## src/rtl/tcm_pkg.sv

```systemverilog
package tcm_pkg;

    typedef enum logic [1:0] {
        ACT_NONE   = 2'b00,
        ACT_TOGGLE = 2'b01,
        ACT_CLEAR  = 2'b10,
        ACT_SET    = 2'b11
    } act_e;

    typedef enum logic {
        MODE_FREE = 1'b0,
        MODE_CTC  = 1'b1
    } mode_e;

    typedef enum logic [1:0] {
        STEP_HOLD,
        STEP_LOAD,
        STEP_INC,
        STEP_CLR
    } step_e;

    typedef enum logic {
        FLAG_IDLE,
        FLAG_SET
    } flag_e;

    typedef enum logic {
        PIN_LOW,
        PIN_HIGH
    } pin_e;

    localparam logic [1:0] MODE_CODE_CTC = 2'd2;

    function automatic mode_e decode_mode(input logic [1:0] code);
        return (code == MODE_CODE_CTC) ? MODE_CTC : MODE_FREE;
    endfunction

endpackage

```

## src/rtl/tcm_counter.sv

```systemverilog
module tcm_counter
    import tcm_pkg::*;
#(
    parameter int W = 8
) (
    input  logic         clk,
    input  logic         rst,
    input  logic         tick,
    input  logic         wr_en,
    input  logic [W-1:0] wr_data,
    input  logic [W-1:0] cmp,
    input  mode_e        mode,
    output logic [W-1:0] count,
    output logic         match_ev,
    output logic         wrap_ev
);
    localparam logic [W-1:0] TOP_ALL = {W{1'b1}};

    step_e step;
    logic  tick_eff;

    assign tick_eff = tick & ~wr_en;
    assign match_ev = tick_eff & (count == cmp);
    assign wrap_ev  = tick_eff & (count == TOP_ALL);

    always_comb begin
        if (wr_en)
            step = STEP_LOAD;
        else if (!tick)
            step = STEP_HOLD;
        else if (mode == MODE_CTC && count == cmp)
            step = STEP_CLR;
        else
            step = STEP_INC;
    end

    always_ff @(posedge clk) begin
        if (rst) begin
            count <= '0;
        end else begin
            unique case (step)
                STEP_HOLD: count <= count;
                STEP_LOAD: count <= wr_data;
                STEP_INC:  count <= count + 1'b1;
                STEP_CLR:  count <= '0;
                default:   count <= count;
            endcase
        end
    end

    p_hold_no_tick_r2: assert property (@(posedge clk) disable iff (rst)
        (!tick && !wr_en) |=> $stable(count));
    p_wrap_free_r3: assert property (@(posedge clk) disable iff (rst)
        (tick && !wr_en && mode == MODE_FREE && count == TOP_ALL) |=> (count == '0));
    p_ctc_clear_r5: assert property (@(posedge clk) disable iff (rst)
        (tick && !wr_en && mode == MODE_CTC && count == cmp) |=> (count == '0));
    p_write_wins_r6: assert property (@(posedge clk) disable iff (rst)
        wr_en |=> (count == $past(wr_data)));
endmodule

```

## src/rtl/tcm_flag.sv

```systemverilog
module tcm_flag
    import tcm_pkg::*;
(
    input  logic clk,
    input  logic rst,
    input  logic set_ev,
    input  logic clr,
    output logic flag
);
    flag_e state, state_nx;

    always_comb begin
        state_nx = state;
        unique case (state)
            FLAG_IDLE: if (set_ev) state_nx = FLAG_SET;
            FLAG_SET:  if (clr && !set_ev) state_nx = FLAG_IDLE;
            default:   state_nx = FLAG_IDLE;
        endcase
    end

    always_ff @(posedge clk) begin
        if (rst) state <= FLAG_IDLE;
        else     state <= state_nx;
    end

    always_comb flag = (state == FLAG_SET);

    p_sticky_r4: assert property (@(posedge clk) disable iff (rst)
        (flag && !clr) |=> flag);
    p_set_wins_r4: assert property (@(posedge clk) disable iff (rst)
        set_ev |=> flag);
    p_clear_r4: assert property (@(posedge clk) disable iff (rst)
        (clr && !set_ev) |=> !flag);
endmodule

```

## src/rtl/tcm_wave.sv

```systemverilog
module tcm_wave
    import tcm_pkg::*;
(
    input  logic clk,
    input  logic rst,
    input  logic match_ev,
    input  logic force_ev,
    input  act_e act,
    output logic pin
);
    pin_e state, state_nx;
    logic fire;

    assign fire = match_ev | force_ev;

    always_comb begin
        state_nx = state;
        if (fire) begin
            unique case (state)
                PIN_LOW:  if (act == ACT_TOGGLE || act == ACT_SET)   state_nx = PIN_HIGH;
                PIN_HIGH: if (act == ACT_TOGGLE || act == ACT_CLEAR) state_nx = PIN_LOW;
                default:  state_nx = PIN_LOW;
            endcase
        end
    end

    always_ff @(posedge clk) begin
        if (rst) state <= PIN_LOW;
        else     state <= state_nx;
    end

    always_comb pin = (state == PIN_HIGH);

    p_pin_quiet_r8: assert property (@(posedge clk) disable iff (rst)
        (!match_ev && !force_ev) |=> $stable(pin));
    p_single_toggle_r10: assert property (@(posedge clk) disable iff (rst)
        ((match_ev || force_ev) && act == ACT_TOGGLE) |=> (pin != $past(pin)));
    p_set_action_r7: assert property (@(posedge clk) disable iff (rst)
        ((match_ev || force_ev) && act == ACT_SET) |=> pin);
    p_clear_action_r7: assert property (@(posedge clk) disable iff (rst)
        ((match_ev || force_ev) && act == ACT_CLEAR) |=> !pin);
endmodule

```

## src/rtl/tc_cmp_timer.sv

```systemverilog
module tc_cmp_timer
    import tcm_pkg::*;
#(
    parameter int W = 8
) (
    input  logic         clk,
    input  logic         rst,
    input  logic         tick,
    input  logic         cnt_we,
    input  logic [W-1:0] cnt_wdata,
    input  logic         cmp_we,
    input  logic [W-1:0] cmp_wdata,
    input  logic         mode_we,
    input  logic [1:0]   mode_wdata,
    input  logic         act_we,
    input  logic [1:0]   act_wdata,
    input  logic         force_cmp,
    input  logic         flag_clr,
    output logic [W-1:0] count,
    output logic [W-1:0] cmp_val,
    output logic         ovf_flag,
    output logic         wave
);
    logic [1:0] mode_code;
    act_e       act_q;
    mode_e      mode;
    logic       match_ev;
    logic       wrap_ev;

    always_ff @(posedge clk) begin
        if (rst) begin
            cmp_val   <= '0;
            mode_code <= '0;
            act_q     <= ACT_NONE;
        end else begin
            if (cmp_we)  cmp_val   <= cmp_wdata;
            if (mode_we) mode_code <= mode_wdata;
            if (act_we)  act_q     <= act_e'(act_wdata);
        end
    end

    assign mode = decode_mode(mode_code);

    tcm_counter #(.W(W)) u_counter (
        .clk      (clk),
        .rst      (rst),
        .tick     (tick),
        .wr_en    (cnt_we),
        .wr_data  (cnt_wdata),
        .cmp      (cmp_val),
        .mode     (mode),
        .count    (count),
        .match_ev (match_ev),
        .wrap_ev  (wrap_ev)
    );

    tcm_flag u_flag (
        .clk    (clk),
        .rst    (rst),
        .set_ev (wrap_ev),
        .clr    (flag_clr),
        .flag   (ovf_flag)
    );

    tcm_wave u_wave (
        .clk      (clk),
        .rst      (rst),
        .match_ev (match_ev),
        .force_ev (force_cmp),
        .act      (act_q),
        .pin      (wave)
    );

    p_force_keeps_count_r9: assert property (@(posedge clk) disable iff (rst)
        (force_cmp && !tick && !cnt_we) |=> $stable(count));
    p_write_no_flag_r6: assert property (@(posedge clk) disable iff (rst)
        (cnt_we && !ovf_flag) |=> !ovf_flag);
endmodule

```

## config.mk

```make
export PLATFORM = sky130hd
export DESIGN_NAME = tc_cmp_timer
export DESIGN_NICKNAME = d
export VERILOG_FILES = /design/src/rtl/tcm_pkg.sv /design/src/rtl/tcm_counter.sv /design/src/rtl/tcm_flag.sv /design/src/rtl/tcm_wave.sv /design/src/rtl/tc_cmp_timer.sv
export SDC_FILE = /design/constraint.sdc
export NUM_CORES = 1
export LEC_CHECK = 0
export BUFFER_PORTS_ARGS = -buffer_cell sky130_fd_sc_hd__buf_2
export CORE_ASPECT_RATIO = 1.5
export CORE_MARGIN = 4
export CORE_UTILIZATION = 30
export DETAILED_ROUTE_END_ITERATION = 8
export SLEW_MARGIN = 0
export SYNTH_ARGS = -nofsm -noshare
export SYNTH_HDL_FRONTEND = slang
export SYNTH_SLANG_ARGS = --single-unit
export TNS_END_PERCENT = 20
```

## constraint.sdc

```tcl
create_clock -name clk -period 1.45 [get_ports clk]
set_input_delay 0.29 -clock clk [delete_from_list [all_inputs] [get_ports clk]]
set_output_delay 0.29 -clock clk [all_outputs]
set_load 0.05 [all_outputs]
```

* Word-level counts from Yosys, hierarchy flattened
Cells that the tools add are included.
** Word-level totals
- Register bits after elaboration :: 22
- Output and inout bits :: 18
** Cells by class
- Add/sub/neg operators :: 1
- Equal/unequal tests :: 9
- Mux-type cells :: 11
- Bitwise gates (word level) :: 7
- Reduce and logical (&&, ||, !) cells :: 6
** Operators by type and width (number)
- $pmux 8 s3 :: 1
- $eq 2x2->1 const B :: 5
- $add 8x1->8 const B :: 1
- $eq 8x8->1 :: 1
- $eq 8x8->1 const B :: 1
- $mux 1 :: 6
- $eq 2x1->1 const B :: 2
- $mux 2 :: 2
- $pmux 1 s2 :: 2
- $and 1x1->1 :: 3
- $not 1->1 :: 3
- $logic_and 1x1->1 :: 2
- $logic_not 2->1 :: 1
- $logic_or 1x1->1 :: 2
- $logic_not 1->1 :: 1
- $or 1x1->1 :: 1

* Depth between registers and ports, before layout
Gate-level depths: netlist of run 1.
- Word-level depth :: 8
- Depth in mapped cells :: 6
- Gate-level depth less buffers :: 6

* Hierarchy
A second synthesis of run 1 with hierarchy kept.
** Second synthesis, totals
- Cells, all modules :: 129
- Area, all modules :: 1222.4 µm²
** Modules (own cells, without submodules)
- tcm_counter :: times used 1, cells an instance 77, area each 669.4 µm²
- tc_cmp_timer :: times used 1, cells an instance 39, area each 427.9 µm²
- tcm_wave :: times used 1, cells an instance 9, area each 86.3 µm²
- tcm_flag :: times used 1, cells an instance 4, area each 38.8 µm²

* Worst setup path after synthesis of run 1
OpenSTA, ideal clock, no wires.
- Path kind :: register to register
- Start point :: register u_counter.count[0]
- End point :: register u_counter.count[6]
- Library setup time :: 92 ps
- Data arrival time :: 1680 ps
- Setup slack :: -322 ps
- Cell stages (with the launch flop) :: 6
- Path buffers :: 0
- Cells stage by stage :: dfxtp_1 ha_1 and3_1 nand3_1 xor2_1 o32ai_1
** Between the ends
- Longest elaborated chain between the ends :: 7
- Elaborated cells between the ends (all ways) :: 11
- Classes of those cells :: add/sub: 1; eq/ne: 4; mux: 4; reduce/logical: 2
** Ends and longest elaborated chain
- start: declaration :: line tcm_counter.sv:13 : output logic [W-1:0] count,
- start signal: assignment :: line tcm_counter.sv:42 : STEP_HOLD: count <= count;
- start signal: assignment :: line tcm_counter.sv:43 : STEP_LOAD: count <= wr_data;
- start signal: assignment :: line tcm_counter.sv:44 : STEP_INC: count <= count + 1'b1;
- $eq 8x8->1 :: line tcm_counter.sv:31 : else if (mode == MODE_CTC && count == cmp)
- $logic_and 1x1->1 :: line tcm_counter.sv:31
- $mux 1 :: line tcm_counter.sv:31
- $mux 2 :: line tcm_counter.sv:29 : else if (!tick)
- $mux 2 :: line tcm_counter.sv:27 : if (wr_en)
- $eq 2x2->1 / $eq 2x1->1 (equally long branches) :: line tcm_counter.sv:41 : unique case (step)
- $pmux 8 s3 :: line tcm_counter.sv:41
Several ways; a longest one is shown, not always the timed one.
A chain may end at the register's enable or synchronous reset.

* Final worst setup path of run 1
- Start point :: register u_counter.count[0]
- End point :: register u_wave.state, in the netlist u_wave.pin
** Between the ends
- Longest elaborated chain between the ends :: 3
** Ends and longest elaborated chain
- $eq 8x8->1 :: line tcm_counter.sv:23 : assign match_ev = tick_eff & (count == cmp);
- $and 1x1->1 :: line tcm_counter.sv:23
- $or 1x1->1 :: line tcm_wave.sv:14 : assign fire = match_ev | force_ev;
- end signal: assignment :: line tcm_wave.sv:29 : else state <= state_nx;
- end: declaration :: line tcm_wave.sv:11 : pin_e state, state_nx;
No other way between the ends.

==> impl_results.md, run 1 <==
- Synth Area in Simple Gates: 0.2264
- CTS Root Cell: clkbuf_8
- Die H: approximately 84 um
- Synth Area per Inst: slightly above 9 um^2
- Filler cells: 403
- Nets: 215
- Relative slew slack: 0.8051
- Remaining DRCs: 0
- Fin crit share: 0.9683
- Sequential Area: ~470 um^2
- RSZ-0062 raised after global routing: yes
- Routed wire length: 3286 um
- Global-route wire length before repair: 5368 um
- Mapped cell area: between 1000 and 1500 um^2
- Non-Filler Instances: 225
- Post-synthesis sequential area ratio: 0.3777
- Max Clock Skew: slightly below 0.009 ns
- Adder-cell share of the synthesized area: 0.03219
- Ports: between 40 and 50
- Synth Instances: between 100 and 150
- Post-route ant nets: 0
- Cts hold-fix bufs: 0
- Max-capacitance violation count: 0
- Crit Path Category: reg -> reg
- Crit path launch type: register
- Vias per inst: between 5 and 6
- Worst hold path stage count: 3
- Mux cell area share after synthesis: 0.1030
- Crit path max fanout: 7
- Crit-path slowest cell: dfxtp_4
- Total CTS buffers: 3
- Fin. Hold Viols: 0
- CTS tree: built
- Layout cells sized above 1: 0.4560
- Critical Path AT: between 1.5 and 2 ns
- Die width: 58.91 um
- Vias in the first global route: 1192
- Main combinational cell family by area after synthesis: simple AND/OR/NAND/NOR gates
- Worst Tran Pin Value: slightly below 0.3 ns
- Switch Pwr: between 0.0004 and 0.0005 W
- Critical Path RT: 1.62 ns
- # rows: 27
- Max Root-Sink Buffers: 2
- Post-synthesis xor/xnor area fraction: 0.1052
- Flop pwr share: 0.461
- Post-layout util: 0.4313
- Initial antenna violation count: 0
- Initial drt markers: 19
- Hold Path Class: in -> reg
- EDFF count, synth: 0
- RD Place Congestion: about 0.80
- Clock sinks: 22
- Syn nets: 160
- GRT Overall Usage: 0.1390
- Clock Latency Late Sink: around 0.27 ns
- Synth-to-layout area growth: 37.45%
- Number of antenna repair diodes: 0
- Reg2Reg Depth: 5
- Port bufs: 46
- CP peak stage delay: roughly 0.37 ns
- Outcome: completed
- Final setup fails: 0
- PD cells: between 900 and 1000 nW/um^2
- Crit-path cells: xnor2_1 -> nand4_2 -> buf_4 -> o21a_1 -> a311oi_1
- 1st-pass router iterations: 4
- Clock Power Share: 0.263
- Peak VDD IR: around 0.00063 V
- Internal cell power: a little over 0.001 W
- Fin crit period: ~1.4 ns
- Most frequent cells in the layout: 46 x buf_2, 16 x nor2_1, 12 x mux2i_1, 12 x dfxtp_2, 10 x buf_4
- Routed len/inst: between 10 and 15 um
- Clock-pin slew on the worst setup and hold paths: roughly 0.08 ns
- CP Capture Type: register
- Most common cell after layout, fill and taps aside: buf_2
- Compound-Gate Fraction of Synth Area: 0.1212
- Initial Utilization: 0.3138
- Synth Flop Type: dfxtp_1
- Async SR Flop Fraction: 0
- Yosys warnings: 0
- Net Sw Frac: 0.3311
- Synth Register Bits: 22
- Post-synth cell types: 32
- Maximum number of pins on one net before global-route repair: 17
- Core Box Area: 3716 um^2
- Area of the multi-input gates: approximately 710 um^2
- H-tree levels: 1
- DP HPWL: around 2600 um
- Lkg Pwr: about 0.71 nW
- DR vias: ~1100
- Overall power: about 0.0015 W
- GRT overflow: 0
- Peak Freq: around 0.71 GHz
- Die area: between 4000 and 5000 um^2
- Comb power frac: 0.276
- Fin. max-slew vios: 0
- Cells after DPL: approximately 220
[cells by family (layout without fill, tap and decap cells)]
kind of cell	after synthesis	count (layout)
XOR/XNOR	14	14
AO/OA/AOI/OAI	22	22
flip-flops	22	22
buffers and inverters	10	64
adder cells (fa/ha/maj)	3	3
AND/OR/NAND/NOR	45	45
multiplexers	12	12
[power groups by stage]
stage / logic (W) / clock network (W) / registers, W
finish: 0.000416 / 0.000395 / 0.000693
global route: 0.000447 / 0.000432 / 0.000701
CTS: 0.000412 / 0.000407 / 0.000691
detailed placement: 0.000411 / 0 / 0.000704
global placement: 0.000404 / 0 / 0.000700
floorplan: 0.000160 / 0 / 0.000815
[worst max-delay path: cells and delay by family, from the launching register on]
kind	cells	cell delay, ns
AO/OA/AOI/OAI	2	0.39
flip-flops	1	0.37
AND/OR/NAND/NOR	1	0.18
XOR/XNOR	1	0.18
buffers and inverters	1	0.18
[metal layers]
metal  vias up  track usage  wire [um]
li1        562            -          -
met1       529       0.1582       1292
met2        42       0.2425       1746
met3         6      0.02462        196
met4         0      0.06392         51
met5         -            0          0
[state kept, by name, summed over array words and instances, names as in the netlist]
| name | cells |
|---|---|
| u_counter.count | 8 |
| mode_code | 2 |
| cmp_val | 8 |
| act_q | 2 |
| u_wave.pin | 1 |
| u_flag.flag | 1 |
[cell usage after synthesis, types with 3 or more instances]
master | number | area share
nand4_1 | 3 | 0.016
o32ai_1 | 5 | 0.038
dfxtp_1 | 22 | 0.38
inv_1 | 4 | 0.013
nor2_1 | 16 | 0.052
clkbuf_1 | 4 | 0.013
xnor2_1 | 11 | 0.083
a21oi_1 | 7 | 0.030
nor3b_1 | 5 | 0.032
ha_1 | 3 | 0.032
mux2i_1 | 12 | 0.10
nand2_1 | 7 | 0.023
o21ai_0 | 4 | 0.017
xor2_1 | 3 | 0.023
[timing repair]
item,in CTS,in global routing
endpoints found under the hold margin,0,0
setup buffers,0,0
resized for setup,0,4
setup endpoints to repair,0,9
[final timing paths]
path / from / end / slack, ns
setup / recovery: u_counter.count[0]$_SDFFE_PP0P_ / u_wave.pin$_SDFFE_PP0P_ / 0.05
setup reg to reg: u_counter.count[0]$_SDFFE_PP0P_ / u_wave.pin$_SDFFE_PP0P_ / 0.05
hold / removal: cmp_wdata[1] / cmp_val[1]$_SDFFE_PP0P_ / 0.25
hold reg to reg: u_flag.flag$_SDFF_PP0_ / u_flag.flag$_SDFF_PP0_ / 0.48
[metrics by stage]
| stage | hold WS, ns | worst slack, ns | setup TNS (ns) | instance area (um^2) |
|---|---|---|---|---|
| 2_1_floorplan | 0.4345 | 0.009753 | 0 | 1196 |
| 3_3_place_gp | 0.4647 | 0.06349 | 0 | 1530 |
| 3_5_place_dp | 0.4752 | 0.03876 | 0 | 1530 |
| 4_1_cts | 0.2523 | 0.01952 | 0 | 1575 |
| 5_1_grt | 0.2599 | -0.01726 | -0.03459 | 1603 |
| 6_report | 0.2549 | 0.04594 | 0 | 1603 |
[area by class of cell]
cell class,count,share of cell area
Timing Repair Buffer,56,0.1905
Sequential cell,22,0.2935
Clock buffer,4,0.02810
Inverter,4,0.009368
Tap cell,43,0.03357
Multi-Input combinational cell,96,0.4450
(Power assumes the default switching activity.)
==> inputs of run 2 (changes only) <==
--- a/config.mk
+++ b/config.mk
@@ -7,9 +7,9 @@
 export LEC_CHECK = 0
 export BUFFER_PORTS_ARGS = -buffer_cell sky130_fd_sc_hd__buf_2
 export CORE_ASPECT_RATIO = 1.5
-export CORE_MARGIN = 4
-export CORE_UTILIZATION = 30
+export CORE_UTILIZATION = 40
 export DETAILED_ROUTE_END_ITERATION = 8
+export PLACE_DENSITY = 0.68
 export SLEW_MARGIN = 0
 export SYNTH_ARGS = -nofsm -noshare
 export SYNTH_HDL_FRONTEND = slang
==> impl_results.md, run 2 (synthesis results as in run 1) <==
- Outcome: completed
- Overall power: 0.001538 W (+2.2%)
- Layout cells sized above 1: 0.4586 (+0.002520)
- Post-route ant nets: 0 (unchanged)
- Die H: 68.13 um (-19%)
- Crit Path Category: reg -> reg
- Biggest regs: cmp_val: 8 flops, u_counter.count: 8 flops
- Cts hold-fix bufs: 0 (unchanged)
- Max Clock Skew: 0.002712 ns (-0.006025 ns)
- Port bufs: 46 (unchanged)
- 1st-pass router iterations: 4 (unchanged)
- Hold Path Class: in -> reg
- Ports: 47 (unchanged)
- # Post-CTS Setup Buffers: 0 (unchanged)
- RSZ-0062 raised after global routing: yes
- Area of the multi-input gates: 708.2 um^2 (-0.70%)
- Max Root-Sink Buffers: 2 (unchanged)
- Maximum number of pins on one net before global-route repair: 17 (unchanged)
- Crit-path cells: xnor2_1 -> nand4_2 -> nor4_4 -> buf_4 -> o32ai_1
- CP peak stage delay: 0.36 ns (about the same)
- Filler cells: 250 (-38%)
- Clock sinks: 22 (unchanged)
- GRT Overall Usage: 0.2003 (+0.06133)
- Crit path launch type: register
- CP Capture Type: register
- Non-Filler Instances: 218 (-3.1%)
- Routed len/inst: 13.11 um (-10%)
- Worst Tran Pin Value: 0.2445 ns (-0.04788 ns)
- Final setup fails: 0 (unchanged)
- # rows: 23 (-15%)
- Fin. max-slew vios: 0 (unchanged)
- Nets: 214 (-0.47%)
- Core Box Area: 2734 um^2 (-26%)
- Most common cell after layout, fill and taps aside: buf_2
- Die area: 3140 um^2 (-37%)
- Synth-to-layout area growth: 36.59%
- Critical Path RT: 1.59 ns (-0.03 ns)
- Sequential Area: 470.5 um^2 (unchanged)
- Die width: 46.09 um (-22%)
- Remaining DRCs: 0 (unchanged)
- Clock Latency Late Sink: 0.26 ns (about the same)
- GRT overflow: 0 (unchanged)
- Initial Utilization: 0.4265 (+0.1127)
- RD Place Congestion: 0.8463 (+5.9%)
- Fin crit period: 1.390 ns (-0.01389 ns)
- Peak VDD IR: 0.0007368 V (+17%)
- Vias in the first global route: 1052 (-12%)
- Initial drt markers: 23 (+4)
- Crit-path slowest cell: dfxtp_4
- Crit path max fanout: 7 (unchanged)
- Lkg Pwr: 0.7039 nW (-0.55%)
- PD cells: 965.3 nW/um^2 (+2.8%)
- Fin. Hold Viols: 0 (unchanged)
- H-tree levels: 1 (unchanged)
- Most frequent cells in the layout: 46 x buf_2, 16 x nor2_1, 12 x mux2i_1, 12 x dfxtp_2
- Setup ws final: 0.05983 ns (+0.01389 ns)
- Critical Path AT: 1.53 ns (-0.05 ns)
- Fin crit share: 0.9587 (-0.009583)
- CTS tree: built
- Post_cts resized: 0 (unchanged)
- Peak Freq: 0.7193 GHz (+1.0%)
- Relative slew slack: 0.8347 (+0.02963)
- Cells after DPL: 214 (-3.2%)
- Clock-pin slew on the worst setup and hold paths: 0.08 ns (about the same)
- Total CTS buffers: 3 (unchanged)
- Setup WS pre-CTS: 0.06559 ns (+0.02683 ns)
- Post-layout util: 0.5826 (+0.1513)
- Max-capacitance violation count: 0 (unchanged)
- Initial antenna violation count: 0 (unchanged)
- DP HPWL: 2289 um (-12%)
- Number of antenna repair diodes: 0 (unchanged)
- Routed wire length: 2857 um (-13%)
- CTS Root Cell: clkbuf_8
- Global-route wire length before repair: 4650 um (-13%)
- Vias per inst: 5.303 (+4.8%)
- DR vias: 1156 (+1.5%)
==> run 2: cell count changes in the layout (fill, tap and decap cells not counted) <==
cell	before	now
xnor2_1	8	9
buf_4	10	9
ha_1	3	2
ha_2	0	1
clkbuf_1	1	0
clkbuf_8	3	4
xnor2_2	3	2
==> run 2: routing by layer <==
layer  track usage  wire (um)
met5             0          0
met4       0.05515         22
met3       0.02375        132
met2        0.3486       1547
met1        0.2524       1155
==> run 2: area by class of cell <==
cell class              instances  share of cell area
clock buffers                   4             0.03456
inverters                       4            0.009427
multi-input cells              96              0.4446
flip-flops and latches         22              0.2954
well taps                      37             0.02907
repair buffers                 55              0.1870
==> run 2: path summary, 6_finish.rpt <==
kind	startpoint	cells past startpoint	end	slack (ns)
setup / recovery	u_counter.count[4]$_SDFFE_PP0P_	5	u_counter.count[2]$_SDFFE_PP0P_	0.06
hold / removal	cmp_wdata[2]	3	cmp_val[2]$_SDFFE_PP0P_	0.26
setup reg to reg	u_counter.count[4]$_SDFFE_PP0P_	5	u_counter.count[2]$_SDFFE_PP0P_	0.06
hold reg to reg	u_flag.flag$_SDFF_PP0_	2	u_flag.flag$_SDFF_PP0_	0.48
==> run 2: through the flow <==
| step | hold WS [ns] | TNS (ns) | instance area [um^2] |
|---|---|---|---|
| floorplan | 0.4345 | 0 | 1196 |
| global placement | 0.4589 | 0 | 1515 |
| detailed placement | 0.4689 | 0 | 1515 |
| CTS | 0.2582 | 0 | 1570 |
| global route | 0.2696 | -0.01168 | 1593 |
| finish | 0.2581 | 0 | 1593 |
==> run 2: report_power, final <==
group | internal, W | leakage (nW) | total (W) | switching, W
sequential | 0.000647 | 0.188 | 0.000691 | 0.0000439
combinational | 0.000156 | 0.487 | 0.000405 | 0.000249
clock | 0.000242 | 0.0288 | 0.000442 | 0.000200
total | 0.00104 | 0.704 | 0.00154 | 0.000493
==> run 2: worst max-delay path, delay by kind of cell, from the launching register on <==
kind	cells	cell delay [ns]
AO/OA/AOI/OAI	1	0.10
XOR/XNOR	1	0.17
buffers and inverters	1	0.20
AND/OR/NAND/NOR	2	0.43
flip-flops	1	0.36
